File: src/rtl/pkt_tx_pkg.sv
package pkt_tx_pkg;
  typedef enum logic [1:0] {PS_IDLE, PS_GUARD, PS_LOAD, PS_WAIT} pkt_st_e;
  typedef enum logic [1:0] {SS_IDLE, SS_START, SS_DATA, SS_STOP} ser_st_e;
  localparam int RES_OK   = 0;
  localparam int RES_BUSY = 1;
  localparam int RES_COLL = 2;
  localparam int RES_NUM  = 3;
  localparam int FRAME_OVERHEAD = 3; // destination, length, checksum
endpackage

File: src/rtl/pkt_stat_ctr.sv
module pkt_stat_ctr #(
  parameter int CNT_W = 16
) (
  input  logic             clk,
  input  logic             rst_n,
  input  logic             inc_i,
  output logic [CNT_W-1:0] q_o
);
  logic [CNT_W-1:0] q_q, q_d;

  always_comb begin
    q_d = q_q;
    if (inc_i) q_d = q_q + {{(CNT_W-1){1'b0}}, 1'b1};
  end

  always_ff @(posedge clk or negedge rst_n) begin
    if (!rst_n) q_q <= '0;
    else        q_q <= q_d;
  end

  assign q_o = q_q;

  // one step per event, wrapping modulo 2^CNT_W
  a_r10_step: assert property (@(posedge clk) disable iff (!rst_n)
    inc_i |=> q_o == CNT_W'($past(q_o) + 1'b1));
  a_r9_hold: assert property (@(posedge clk) disable iff (!rst_n)
    !inc_i |=> $stable(q_o));
endmodule

File: src/rtl/pkt_bit_ser.sv
module pkt_bit_ser
  import pkt_tx_pkg::*;
#(
  parameter int BIT_CYCLES = 8
) (
  input  logic       clk,
  input  logic       rst_n,
  input  logic       go_i,
  input  logic [7:0] byte_i,
  input  logic       line_i,
  output logic       drive_o,
  output logic       done_o,
  output logic       coll_o
);
  localparam int CW   = (BIT_CYCLES > 1) ? $clog2(BIT_CYCLES) : 1;
  localparam int HALF = BIT_CYCLES / 2;

  ser_st_e       st_q, st_d;
  logic [CW-1:0] cnt_q, cnt_d;
  logic [2:0]    bit_q, bit_d;
  logic [7:0]    sh_q, sh_d;
  logic          done_q, done_d, coll_q, coll_d;
  logic          bit_end, mid_check;

  assign bit_end   = (cnt_q == CW'(BIT_CYCLES - 1));
  assign mid_check = (st_q == SS_DATA) && sh_q[0] && (cnt_q == CW'(HALF));

  always_comb begin
    st_d   = st_q;
    bit_d  = bit_q;
    sh_d   = sh_q;
    done_d = 1'b0;
    coll_d = 1'b0;
    cnt_d  = (st_q == SS_IDLE || bit_end) ? '0 : cnt_q + 1'b1;
    case (st_q)
      SS_IDLE: if (go_i) begin
        st_d  = SS_START;
        sh_d  = byte_i;
        bit_d = '0;
      end
      SS_START: if (bit_end) st_d = SS_DATA;
      SS_DATA: begin
        if (mid_check && !line_i) begin
          coll_d = 1'b1;
          done_d = 1'b1;
          st_d   = SS_IDLE;
        end else if (bit_end) begin
          sh_d  = {1'b0, sh_q[7:1]};
          bit_d = bit_q + 3'd1;
          if (bit_q == 3'd7) st_d = SS_STOP;
        end
      end
      SS_STOP: if (bit_end) begin
        done_d = 1'b1;
        st_d   = SS_IDLE;
      end
      default: st_d = SS_IDLE;
    endcase
  end

  always_ff @(posedge clk or negedge rst_n) begin
    if (!rst_n) begin
      st_q   <= SS_IDLE;
      cnt_q  <= '0;
      bit_q  <= '0;
      sh_q   <= '0;
      done_q <= 1'b0;
      coll_q <= 1'b0;
    end else begin
      st_q   <= st_d;
      cnt_q  <= cnt_d;
      bit_q  <= bit_d;
      sh_q   <= sh_d;
      done_q <= done_d;
      coll_q <= coll_d;
    end
  end

  assign drive_o = (st_q == SS_START) || (st_q == SS_DATA && !sh_q[0]);
  assign done_o  = done_q;
  assign coll_o  = coll_q;

  // a collision frees the line and only follows a sensed low
  a_r7_coll_frees_line: assert property (@(posedge clk) disable iff (!rst_n)
    coll_o |-> !drive_o);
  a_r7_coll_after_low: assert property (@(posedge clk) disable iff (!rst_n)
    coll_o |-> !$past(line_i));
  // an accepted byte opens with a driven start bit
  a_r5_go_starts: assert property (@(posedge clk) disable iff (!rst_n)
    (go_i && st_q == SS_IDLE) |=> drive_o);
endmodule

File: src/rtl/atn_pkt_sender.sv
module atn_pkt_sender
  import pkt_tx_pkg::*;
#(
  parameter int BIT_CYCLES = 8,
  parameter int ADDR_W     = 5,
  parameter int CNT_W      = 16
) (
  input  logic              clk,
  input  logic              rst_n,
  input  logic              start_i,
  output logic [ADDR_W-1:0] buf_addr_o,
  input  logic [7:0]        buf_data_i,
  output logic              attn_drive_o,
  input  logic              attn_sense_i,
  output logic              data_drive_o,
  input  logic              data_sense_i,
  output logic              ok_o,
  output logic              busy_o,
  output logic              coll_o,
  output logic [CNT_W-1:0]  cnt_sent_o,
  output logic [CNT_W-1:0]  cnt_busy_o,
  output logic [CNT_W-1:0]  cnt_coll_o
);
  localparam int GUARD_CYC = 2 * BIT_CYCLES;
  localparam int GW        = $clog2(GUARD_CYC);
  localparam int IW        = 9; // up to 255 + FRAME_OVERHEAD bytes

  // asynchronous assert, synchronous release
  logic [1:0] rst_sync_q;
  logic       rst_ni;
  always_ff @(posedge clk or negedge rst_n) begin
    if (!rst_n) rst_sync_q <= 2'b00;
    else        rst_sync_q <= {rst_sync_q[0], 1'b1};
  end
  assign rst_ni = rst_sync_q[1];

  pkt_st_e             st_q, st_d;
  logic [GW-1:0]       gcnt_q, gcnt_d;
  logic [IW-1:0]       idx_q, idx_d, total_q, total_d;
  logic [RES_NUM-1:0]  res_q, res_d;
  logic                tx_go, tx_done, tx_coll;
  logic [CNT_W-1:0]    cnt_all [RES_NUM];

  always_comb begin
    st_d    = st_q;
    gcnt_d  = gcnt_q;
    idx_d   = idx_q;
    total_d = total_q;
    res_d   = '0;
    tx_go   = 1'b0;
    case (st_q)
      PS_IDLE: if (start_i) begin
        if (!attn_sense_i) res_d[RES_BUSY] = 1'b1;
        else begin
          st_d   = PS_GUARD;
          gcnt_d = '0;
        end
      end
      PS_GUARD: begin
        gcnt_d = gcnt_q + 1'b1;
        if (gcnt_q == GW'(GUARD_CYC - 1)) begin
          total_d = {1'b0, buf_data_i} + IW'(FRAME_OVERHEAD);
          idx_d   = '0;
          st_d    = PS_LOAD;
        end
      end
      PS_LOAD: begin
        tx_go = 1'b1;
        st_d  = PS_WAIT;
      end
      PS_WAIT: if (tx_done) begin
        if (tx_coll) begin
          res_d[RES_COLL] = 1'b1;
          st_d            = PS_IDLE;
        end else if (idx_q == total_q - 1'b1) begin
          res_d[RES_OK] = 1'b1;
          st_d          = PS_IDLE;
        end else begin
          idx_d = idx_q + 1'b1;
          st_d  = PS_LOAD;
        end
      end
      default: st_d = PS_IDLE;
    endcase
  end

  always_ff @(posedge clk or negedge rst_ni) begin
    if (!rst_ni) begin
      st_q    <= PS_IDLE;
      gcnt_q  <= '0;
      idx_q   <= '0;
      total_q <= '0;
      res_q   <= '0;
    end else begin
      st_q    <= st_d;
      gcnt_q  <= gcnt_d;
      idx_q   <= idx_d;
      total_q <= total_d;
      res_q   <= res_d;
    end
  end

  assign buf_addr_o   = (st_q == PS_GUARD) ? ADDR_W'(1) : idx_q[ADDR_W-1:0];
  assign attn_drive_o = (st_q != PS_IDLE);
  assign ok_o         = res_q[RES_OK];
  assign busy_o       = res_q[RES_BUSY];
  assign coll_o       = res_q[RES_COLL];

  pkt_bit_ser #(.BIT_CYCLES(BIT_CYCLES)) u_ser (
    .clk     (clk),
    .rst_n   (rst_ni),
    .go_i    (tx_go),
    .byte_i  (buf_data_i),
    .line_i  (data_sense_i),
    .drive_o (data_drive_o),
    .done_o  (tx_done),
    .coll_o  (tx_coll)
  );

  for (genvar g = 0; g < RES_NUM; g++) begin : g_ctr
    pkt_stat_ctr #(.CNT_W(CNT_W)) u_ctr (
      .clk   (clk),
      .rst_n (rst_ni),
      .inc_i (res_d[g]),
      .q_o   (cnt_all[g])
    );
  end

  assign cnt_sent_o = cnt_all[RES_OK];
  assign cnt_busy_o = cnt_all[RES_BUSY];
  assign cnt_coll_o = cnt_all[RES_COLL];

  // the data line is only driven under the attention claim
  a_r3_data_needs_attn: assert property (@(posedge clk) disable iff (!rst_ni)
    data_drive_o |-> attn_drive_o);
  // a refused start claims nothing
  a_r2_busy_no_claim: assert property (@(posedge clk) disable iff (!rst_ni)
    (st_q == PS_IDLE && start_i && !attn_sense_i) |=> (busy_o && !attn_drive_o));
  // data line quiet during the guard interval
  a_r4_guard_quiet: assert property (@(posedge clk) disable iff (!rst_ni)
    (st_q == PS_GUARD) |-> !data_drive_o);
  // one result at a time
  a_r9_one_result: assert property (@(posedge clk) disable iff (!rst_ni)
    $onehot0({ok_o, busy_o, coll_o}));
  // both lines free when the packet result appears
  a_r8_released: assert property (@(posedge clk) disable iff (!rst_ni)
    (ok_o || coll_o) |-> (!attn_drive_o && !data_drive_o));
  // a strobe during a packet never yields busy
  a_r11_start_ignored: assert property (@(posedge clk) disable iff (!rst_ni)
    (st_q != PS_IDLE && start_i) |=> !busy_o);
endmodule

File: config.mk
export PLATFORM = sky130hd
export DESIGN_NAME = atn_pkt_sender
export DESIGN_NICKNAME = d
export VERILOG_FILES = /design/src/rtl/pkt_tx_pkg.sv /design/src/rtl/pkt_stat_ctr.sv /design/src/rtl/pkt_bit_ser.sv /design/src/rtl/atn_pkt_sender.sv
export SDC_FILE = /design/constraint.sdc
export NUM_CORES = 1
export LEC_CHECK = 0
export ABC_CLOCK_PERIOD_IN_PS = 2900
export BUFFER_PORTS_ARGS = -buffer_cell sky130_fd_sc_hd__buf_2
export CAP_MARGIN = 10
export CORE_MARGIN = 2
export CORE_UTILIZATION = 50
export CTS_CLUSTER_DIAMETER = 200
export DETAILED_ROUTE_END_ITERATION = 12
export GPL_TIMING_DRIVEN = 0
export PLACE_DENSITY = 0.85
export SKIP_LAST_GASP = 1
export SLEW_MARGIN = 20
export SYNTH_ARGS = -nofsm -noshare
export SYNTH_HDL_FRONTEND = slang
export SYNTH_SLANG_ARGS = --single-unit
File: constraint.sdc
create_clock -name clk -period 2.9 [get_ports clk]
set_clock_uncertainty 0.2 [all_clocks]
set_input_delay 0.29 -clock clk [delete_from_list [all_inputs] [get_ports clk]]
set_output_delay 0.29 -clock clk [all_outputs]
set_load 0.005 [all_outputs]
==> results.cfg <==
[status]
outcome = finished, final reports clean

[floorplan]
pin_count = 71
core_um2 = 9730
initial_utilization_pct = 51.1
rows = 36
fp.dieW_um = 104
die_y_um = 104
die_area_um2 = 10800

[global_route]
antenna_found_initial = 0
grt_max_degree = 61
grt-ovfl-total = 0
grt_pass1_wl_mm = 18.0
grt_pass1_vias = 3868
gr-usage-all-layers_pct = 20.1

[clocking]
htree_levels = 3
clock_latency_ns = 0.37
clk_pin_slew_ns = 0.10
tritoncts = built
post_cts_buffers = 0
root_buffer = clkbuf_8
clock_path_buffers = 2
cts_buffers = 9
cts_sinks = 95

[timing]
finalSetupTns_ns = 0
tightest_slew_ns = 0.568
fmax_mhz = 373
setup_viol_count_final = 0
slew_headroom_pct = 61.9
whs_ns = 0.0159
hold_viol_final = 0
period_minus_slack_ns = 2.68
period_share_pct = 92.5
rsz0062_at_grt = false
slew_viol_final = 0

[place]
place_area_um2 = 5520
place_congestion = 0.881
hpwlAfterDp_mm = 7.66
port_buffers = 70

[cells_and_area]
antenna_cells = 0
layout_commonest_cell = dfrtp_1
final_area_um2 = 5760
area_growth_pct = 15.9
ff_latch_area_um2 = 2380
fill_cells = 853
drive_gt1_share_pct = 22.2
mostFrequentLayoutCells = dfrtp_1, buf_2, nand2_1
nets = 597
multi_input_area_um2 = 2440

[synth]
yosysUniqueCellTypes = 53
syn_area_um2 = 4970
ys_top_cells_by_area = dfrtp_1, xnor2_1, xor2_1
synth_top_area_cell = dfrtp_1
asyncSetResetFlopFracSynth_pct = 100
ys_ff_latch = 95
synth_nets = 510
synth-edff-count = 0
syn_inst = 485
ys_warn_count = 0
seq_area_frac_synth_pct = 47.8
yosysTopAreaCellShare_pct = 47.8
syn_area_per_cell_um2 = 10.3
synth-main-ff-cell = dfrtp_1

[setup_path]
critPathCaptureType = register
crit_fanout = 10
arrival_ns = 2.75
crit_family = compound AO/OA/AOI/OAI gates
criticalPathCategory = reg2reg
path_cells = inv_1 -> ha_1 -> or3_1 -> a31oi_2 -> o211ai_2 -> buf_6 -> o21ai_1 -> mux2_2
crit_buf_inv = 2
max_stage_delay_ns = 0.49
startpoint_type = register
cp_slowest_cell = dfrtp_1
critPathRequiredTime_ns = 2.97

[power]
peakVddDrop_uv = 374
p_leak_uw = 0.00290
power.density_nw_per_um2 = 485

[flow_run]
cap_violations = 0

[detailed_routing]
viasPerCell = 5.40
drt-pass1-iter-count = 4
vias = 3833
ant_nets = 0
drc = 0
routed_wl_mm = 10.2
wl_per_cell_um = 14.4
first_iter_violations = 247

[worst_hold_path]
hold_class = in2async
## where the power goes
group | internal (µW) | switching, µW | total [µW]
Sequential | 1430 | 99.4 | 1530
Combinational | 191 | 245 | 437
Clock | 331 | 499 | 830
Total | 1950 | 844 | 2800
## area by class of cell
class,instances,area share [%]
Timing Repair Buffer,76,7.42
Sequential cell,95,41.3
Inverter,16,1.04
Clock inverter,7,1.11
Multi-Input combinational cell,357,42.3
Buffer,17,1.74
Tap cell,133,2.89
Clock buffer,9,2.15
## final timing paths
| path | start | end | slack, ns | cells past startpoint |
|---|---|---|---|---|
| min in group clk | buf_data_i[5] | u_ser.sh_q[5]$_DFFE_PN0P_ | 0.02 | 3 |
| worst max register to register | total_q[0]$_DFFE_PN0P_ | idx_q[0]$_DFFE_PN0P_ | 0.22 | 8 |
| worst min register to register | rst_sync_q[1]$_DFF_PN0_ | u_ser.bit_q[1]$_DFFE_PN0P_ | 0.09 | 0 |
| worst min-delay path | rst_n | rst_sync_q[1]$_DFF_PN0_ | 0.02 | 2 |
| worst max-delay path | total_q[0]$_DFFE_PN0P_ | idx_q[0]$_DFFE_PN0P_ | 0.22 | 8 |
| max in group asynchronous | rst_sync_q[1]$_DFF_PN0_ | g_ctr[0].u_ctr.q_o[6]$_DFFE_PN0P_ | 1.78 | 1 |
## synth_stat cells (12+ instances only)
cell type	number
nor3_2	12
nand4_1	22
ha_1	12
o21ai_0	17
xnor2_1	34
xor2_1	25
inv_1	16
nand2_1	54
nand3_1	20
nor2_1	37
dfrtp_1	95
## logic make-up (layout without fill, tap and decap cells)
logic type / count (synthesis) / after routing / share of synthesized area (%)
and+or+nand+nor: 212 / 212 / 24.6
xor gates and xnor gates: 59 / 59 / 10.4
other: 1 / 1 / 0.0754
muxes: 15 / 15 / 3.15
adders and majority gates: 12 / 12 / 3.02
AOI/OAI and AO/OA: 58 / 58 / 7.78
buffers and inverters: 33 / 125 / 3.22
DFF: 95 / 95 / 47.8
## routing by layer
layer  wire length [µm]  up-vias  global-route usage (%)  part of all wire (%)
li1                   -     1861                       -                     -
met1               4520     1847                    25.5                    44
met2               5080      109                    34.5                    50
met3                503       16                    3.84                   4.9
met4                147        0                    7.14                   1.4
met5                  0        -                       0                     0
## state kept, by name (all words and copies together), names as in the netlist
signal / cells
u_ser.sh_q: 8
u_ser.st_q: 2
st_q: 2
rst_sync_q: 2
gcnt_q: 4
u_ser.bit_q: 3
res_q: 3
u_ser.done_o: 1
idx_q: 9
u_ser.cnt_q: 3
total_q: 9
g_ctr.u_ctr.q_o: 48
u_ser.coll_o: 1
## timing repair
item	CTS	global route
endpoints found under the setup margin	0	2
resized for setup	0	1
hold buffers	4	1
endpoints found under the hold margin	5	1
## through the flow
stage	instances	util [%]	power, µW	setup WS, ns
3_5_place_dp	689	56.7	1990	0.215
3_3_place_gp	688	56.4	1950	0.290
4_1_cts	709	59.1	2820	0.197
5_1_grt	710	59.2	2970	0.0814
6_report	710	59.2	2800	0.218
2_1_floorplan	485	-	1840	0.435
Note: power is estimated with default switching activity, not from simulation.
